### config.mk
export PLATFORM = sky130hd
export DESIGN_NAME = tx_elastic_store
export DESIGN_NICKNAME = d
export VERILOG_FILES = /design/src/rtl/tx_es_pkg.sv /design/src/rtl/tx_es_store.sv /design/src/rtl/tx_es_ctrl.sv /design/src/rtl/tx_es_irq.sv /design/src/rtl/tx_elastic_store.sv
export SDC_FILE = /design/constraint.sdc
export NUM_CORES = 1
export LEC_CHECK = 0
export ABC_AREA = 1
export CAP_MARGIN = 20
export CORE_MARGIN = 3
export CORE_UTILIZATION = 45
export DETAILED_ROUTE_END_ITERATION = 10
export DONT_BUFFER_PORTS = 1
export HOLD_SLACK_MARGIN = 0.02
export SLEW_MARGIN = 20
export SYNTH_ARGS = -nofsm -noshare
export SYNTH_HDL_FRONTEND = slang
export SYNTH_SLANG_ARGS = --single-unit
### constraint.sdc
create_clock -name clk -period 12.6 [get_ports clk]
set_clock_uncertainty 0.1 [all_clocks]
set_input_delay 2.52 -clock clk [delete_from_list [all_inputs] [get_ports clk]]
set_output_delay 2.52 -clock clk [all_outputs]
set_load 0.005 [all_outputs]
### src/rtl/tx_es_pkg.sv
package tx_es_pkg;

  typedef enum logic [1:0] {
    SZ_BYPASS  = 2'b00,
    SZ_ONE     = 2'b01,
    SZ_TWO     = 2'b10,
    SZ_TWO_ALT = 2'b11
  } size_e;

  // Active depth in bits for a size code (0 means bypass).
  function automatic int active_depth(input logic [1:0] sz, input int fbits, input int frames);
    case (sz)
      SZ_BYPASS: return 0;
      SZ_ONE:    return fbits;
      default:   return fbits * frames;
    endcase
  endfunction

  // Modular add/subtract on a ring of d entries; p < d and k <= d.
  function automatic int ring_add(input int p, input int k, input int d);
    int s;
    s = p + k;
    return (s >= d) ? s - d : s;
  endfunction

  function automatic int ring_sub(input int p, input int k, input int d);
    return (p >= k) ? p - k : p + d - k;
  endfunction

endpackage

### src/rtl/tx_es_store.sv
module tx_es_store #(
  parameter int DEPTH = 386,
  parameter int PW    = 9
) (
  input  logic          clk,
  input  logic          rst_n,
  input  logic          flush,
  input  logic          we,
  input  logic [PW-1:0] waddr,
  input  logic          wdata,
  input  logic [PW-1:0] raddr,
  output logic          rdata
);
  logic [DEPTH-1:0] cells;

  always_ff @(posedge clk or negedge rst_n) begin
    if (!rst_n)      cells <= '0;
    else if (flush)  cells <= '0;
    else if (we)     cells[waddr] <= wdata;
  end

  assign rdata = cells[raddr];
endmodule

### src/rtl/tx_es_ctrl.sv
module tx_es_ctrl
  import tx_es_pkg::*;
#(
  parameter int FRAME_BITS = 193,
  parameter int PW         = 9,
  parameter int CW         = 9
) (
  input  logic          clk,
  input  logic          rst_n,
  input  logic          flush,
  input  logic          bypass,
  input  logic [CW-1:0] depth,
  input  logic          wr_stb,
  input  logic          wr_frm,
  input  logic          rd_stb,
  input  logic          rd_frm,
  output logic          wr_en,
  output logic          rd_en,
  output logic          fwd,
  output logic          ovf_evt,
  output logic          udf_evt,
  output logic [PW-1:0] wr_ptr,
  output logic [PW-1:0] rd_addr,
  output logic [CW-1:0] fill
);
  logic [PW-1:0] rd_ptr;
  logic          wr_go, rd_go;
  logic [CW-1:0] fill_nx;
  int            d_i, f_i;

  always_comb begin
    d_i     = int'(32'(depth));
    f_i     = int'(32'(fill));
    wr_en   = !flush && !bypass && wr_stb && (wr_go || wr_frm);
    rd_en   = !flush && !bypass && rd_stb && (rd_go || rd_frm);
    ovf_evt = wr_en && !rd_en && (fill == depth);
    udf_evt = rd_en && !wr_en && (fill == '0);
    fwd     = wr_en && rd_en && (fill == '0);
    if (ovf_evt)
      rd_addr = PW'(ring_add(int'(32'(rd_ptr)), FRAME_BITS, d_i));
    else if (udf_evt)
      rd_addr = PW'(ring_sub(int'(32'(rd_ptr)), FRAME_BITS, d_i));
    else
      rd_addr = rd_ptr;
    fill_nx = CW'(f_i + (wr_en ? 1 : 0) - (rd_en ? 1 : 0)
                  + (udf_evt ? FRAME_BITS : 0) - (ovf_evt ? FRAME_BITS : 0));
  end

  always_ff @(posedge clk or negedge rst_n) begin
    if (!rst_n) begin
      wr_ptr <= '0;
      rd_ptr <= '0;
      fill   <= '0;
      wr_go  <= 1'b0;
      rd_go  <= 1'b0;
    end else if (flush) begin
      wr_ptr <= PW'(depth >> 1);
      rd_ptr <= '0;
      fill   <= depth >> 1;
      wr_go  <= 1'b0;
      rd_go  <= 1'b0;
    end else begin
      if (wr_en) begin
        wr_go  <= 1'b1;
        wr_ptr <= PW'(ring_add(int'(32'(wr_ptr)), 1, d_i));
      end
      if (rd_en) begin
        rd_go  <= 1'b1;
        rd_ptr <= PW'(ring_add(int'(32'(rd_addr)), 1, d_i));
      end else if (ovf_evt) begin
        rd_ptr <= rd_addr;
      end
      if (wr_en || rd_en) fill <= fill_nx;
    end
  end
endmodule

### src/rtl/tx_es_irq.sv
module tx_es_irq #(
  parameter int NEV = 2
) (
  input  logic           clk,
  input  logic           rst_n,
  input  logic [NEV-1:0] set_ev,
  input  logic           clr,
  input  logic [NEV-1:0] mask,
  output logic [NEV-1:0] status,
  output logic           irq
);
  always_ff @(posedge clk or negedge rst_n) begin
    if (!rst_n) status <= '0;
    else        status <= (status & ~{NEV{clr}}) | set_ev;
  end

  assign irq = |(status & ~mask);
endmodule

### src/rtl/tx_elastic_store.sv
module tx_elastic_store
  import tx_es_pkg::*;
#(
  parameter int FRAME_BITS = 193,
  parameter int MAX_FRAMES = 2
) (
  input  logic       clk,
  input  logic       rst_n,
  input  logic       sys_bit_en,
  input  logic       sys_frame,
  input  logic       sys_data,
  input  logic       line_bit_en,
  input  logic       line_frame,
  output logic       line_data,
  input  logic [1:0] size_sel,
  input  logic       offset_wr,
  input  logic       status_rd,
  input  logic [1:0] irq_mask,
  output logic [1:0] slip_status,
  output logic       irq
);
  localparam int DEPTH = FRAME_BITS * MAX_FRAMES;
  localparam int PW    = $clog2(DEPTH);
  localparam int CW    = $clog2(DEPTH + 1);

  logic [1:0]    size_q;
  logic          primed;
  logic          flush, bypass;
  logic [CW-1:0] depth;
  logic          wr_en, rd_en, fwd, ovf_evt, udf_evt;
  logic [PW-1:0] wr_ptr, rd_addr;
  logic [CW-1:0] fill;
  logic          rdata;

  assign bypass = (size_sel == SZ_BYPASS);
  assign depth  = CW'(active_depth(size_sel, FRAME_BITS, MAX_FRAMES));
  assign flush  = offset_wr || !primed || (size_q != size_sel);

  always_ff @(posedge clk or negedge rst_n) begin
    if (!rst_n) begin
      size_q <= SZ_BYPASS;
      primed <= 1'b0;
    end else begin
      size_q <= size_sel;
      primed <= 1'b1;
    end
  end

  tx_es_ctrl #(.FRAME_BITS(FRAME_BITS), .PW(PW), .CW(CW)) u_ctrl (
    .clk(clk), .rst_n(rst_n), .flush(flush), .bypass(bypass), .depth(depth),
    .wr_stb(sys_bit_en), .wr_frm(sys_frame), .rd_stb(line_bit_en), .rd_frm(line_frame),
    .wr_en(wr_en), .rd_en(rd_en), .fwd(fwd), .ovf_evt(ovf_evt), .udf_evt(udf_evt),
    .wr_ptr(wr_ptr), .rd_addr(rd_addr), .fill(fill)
  );

  tx_es_store #(.DEPTH(DEPTH), .PW(PW)) u_store (
    .clk(clk), .rst_n(rst_n), .flush(flush), .we(wr_en), .waddr(wr_ptr),
    .wdata(sys_data), .raddr(rd_addr), .rdata(rdata)
  );

  tx_es_irq #(.NEV(2)) u_irq (
    .clk(clk), .rst_n(rst_n), .set_ev({udf_evt, ovf_evt}), .clr(status_rd),
    .mask(irq_mask), .status(slip_status), .irq(irq)
  );

  always_ff @(posedge clk or negedge rst_n) begin
    if (!rst_n)                      line_data <= 1'b0;
    else if (flush)                  line_data <= 1'b0;
    else if (bypass && line_bit_en)  line_data <= sys_data;
    else if (rd_en)                  line_data <= fwd ? sys_data : rdata;
  end
endmodule

==> impl_results.md <==
* Status: finished clean
* Reg area at 10,500 um2
* Worst skew pair latency at 600 ps
* Max VDD drop at 0.0937 mV
* Synth top area share at 42.5%
* Least-Margin Pin Slew at 1220 ps
* Core box area at 54,100 um2
* Filler instances at 5,239
* Dpl ws at 3680 ps
* Largest net degree at the start of global routing at 422
* Max-cap check violation count at 0
* Die X at 241 um
* Setup violators final at 0
* Ant diodes at 0
* Most frequent CP cell: nand2_1
* Most common flop cell mapped by yosys: dfrtp_1
* Total CTS buffers at 50
* Syn Nets at 3,159
* Flops & latches, synth at 421
* Leak Pwr at 11.2 nW
* Post-CTS Setup Repair Bufs at 0
* RSZ-0062 raised after global routing: no
* Power per cell area at 111 nW/um2
* Yosys warning count at 0
* Sequential fraction of the synthesis area at 42.5%
* Worst EP required at 12,980 ps
* Clk buf depth at 3
* Area of the multi-input gates at 12,700 um2
* Layout cells sized above 1 at 7.03%
* Antenna violations before repair at 0
* EDFF count, synth at 0
* Final hold viol count at 0
* Port bufs at 0
* Vias/cell at 6.39
* Setup TNS at 0 ps
* Total GRT Usage at 27.8%
* Startpoint types: input port
* Critical Path Fanout Max at 202
* Cells after Synth at 3,084
* CTS sink count at 421
* Drt wl/cell at 22.6 um
* Hold WC Path Type: register to register
* # hold bufs at CTS at 0
* Worst Setup End Kind: register
* CTS tree: built
* Vias in the first global route at 21,300
* Cell Area, Synth at 24,800 um2
* DRC at 0
* Period utilization at 65.0%
* Share of flip-flops with an asynchronous set or reset at 100%
* Congestion Overflow GR at 0
* First DRT Iteration DRCs at 3,137
* DR vias at 22,900
* GPL Wtd Cong at 0.924
* Area leader, netlist: dfrtp_1
* Clk slew on worst S/H paths at 60 ps
* Crit path kind: input port to register
* Slew Limit Fails at 0
* DP HPWL at 42.0 mm
* Final min period at 8190 ps
* Most frequent cells after synthesis: nand2_1 (604), nand3_1 (427), dfrtp_1 (421)
* First-pass GRT wire length at 127 mm
* Post_cts resized at 0
* Number of detailed-route iterations in the first pass at 6
* Most frequent cell after synthesis: nand2_1
* F_max at 122 MHz
* Yosys cell types at 53
* Die height at 241 um
* Worst slew margin at 18.4%
* CP max stage cell: clkinv_2
* Final ANT Viol Nets at 0
* I/O Pins at 17
* Drt total wl at 80.9 mm
* Die ar. at 57,900 um2
* H-tree Lvls at 2
* PnR worst setup slack at 4410 ps
* Post-Syn Area per Cell at 8.03 um2
* CP arrival at 8570 ps
* Layout area overhead at 7.35%
* CTS root buf: clkbuf_16
* Nets at 2,925
* Synth top area cells: dfrtp_1 (43%), a22oi_1 (12%), a31oi_1 (9.6%), nand2_1 (9.2%), nand3_1 (8.6%)
* Initial core utilization at 45.8%
* Largest stage delay, worst path at 870 ps
* Placement row count at 85
power by group:
group          switching (W)  internal (W)  total [W]
logic               0.000108     0.0000322   0.000140
registers         0.00000368       0.00136    0.00136
clock network       0.000596      0.000868    0.00146
final cells by class:
type,count,area share [%]
clock buffers,77,5.57
clock inverters,12,0.579
inverters,146,2.09
multi-input cells,2190,47.6
flip-flops and latches,421,39.6
well taps,696,3.27
repair buffers,41,1.27
sequential cells by signal, summed over array words and instances, names as in the netlist, 2 cells and up:
register,flops
size_q,2
u_ctrl.fill,9
u_ctrl.rd_ptr,9
u_ctrl.wr_ptr,9
u_irq.status,2
u_store.cells,386
cell families after synthesis:
kind of cell               synth area share, %
AOI/OAI and AO/OA                         23.9
xor gates and xnor gates                  1.27
adders and majority gates                 3.37
buffers and inverters                     7.57
DFF                                       42.5
other                                   0.0151
and+or+nand+nor                           21.3
layout by cell type (no fill, tap or decap), types with 10 or more instances in the layout:
cell type	netlist	layout
nor2_1	124	86
a22oi_1	380	380
a31oi_1	381	381
clkbuf_1	263	14
o21ai_0	40	39
nor2_4	3	36
inv_1	132	132
xor2_1	26	26
nand3_1	427	427
inv_2	10	10
ha_1	54	54
nand2_2	13	12
clkbuf_16	0	50
buf_4	6	38
clkbuf_8	0	13
dfrtp_1	421	421
nand2_1	604	602
a21oi_1	44	44
metal layers:
layer | track usage [%] | vias up | share of wire [%]
met3 | 3.39 | 130 | 7.5
met4 | 7.54 | 0 | 2.5
met2 | 44.5 | 937 | 46
met1 | 40.0 | 11200 | 44
li1 | - | 10600 | -
met5 | 0 | - | 0
final timing paths:
check,cells after the start,slack (ps),startpoint,endpoint
hold reg to reg,2,380,u_ctrl.rd_go,u_ctrl.rd_go
setup reg to reg,32,5520,u_ctrl.rd_ptr[4],u_ctrl.rd_ptr[7]
hold / removal,2,380,u_ctrl.rd_go,u_ctrl.rd_go
min in group asynchronous,0,1520,rst_n,u_store.cells[176]
setup / recovery,26,4410,size_sel[1],u_ctrl.rd_ptr[7]
max in group asynchronous,0,10080,rst_n,u_store.cells[53]
metrics by stage:
step / cell area (um2) / total power, W / util (%) / std cells / hold slack (ps)
6_report: 26600 / 0.00296 / 49.1 / 3583 / 376
5_1_grt: 26600 / 0.00306 / 49.1 / 3583 / 398
4_1_cts: 26500 / 0.00298 / 49.0 / 3583 / 377
3_5_place_dp: 24900 / 0.00152 / 46.0 / 3494 / 363
3_3_place_gp: 24900 / 0.00152 / 45.9 / 3493 / 384
2_1_floorplan: 24800 / 0.00148 / - / 3084 / 344
worst max-delay path: cells and delay by family:
| family | cells | cell delay, ps |
|---|---|---|
| AOI/OAI and AO/OA | 1 | 330 |
| adders and majority gates | 2 | 780 |
| buffers and inverters | 5 | 1770 |
| and+or+nand+nor | 18 | 3070 |
No activity file was read; power rests on OpenSTA's default activity.
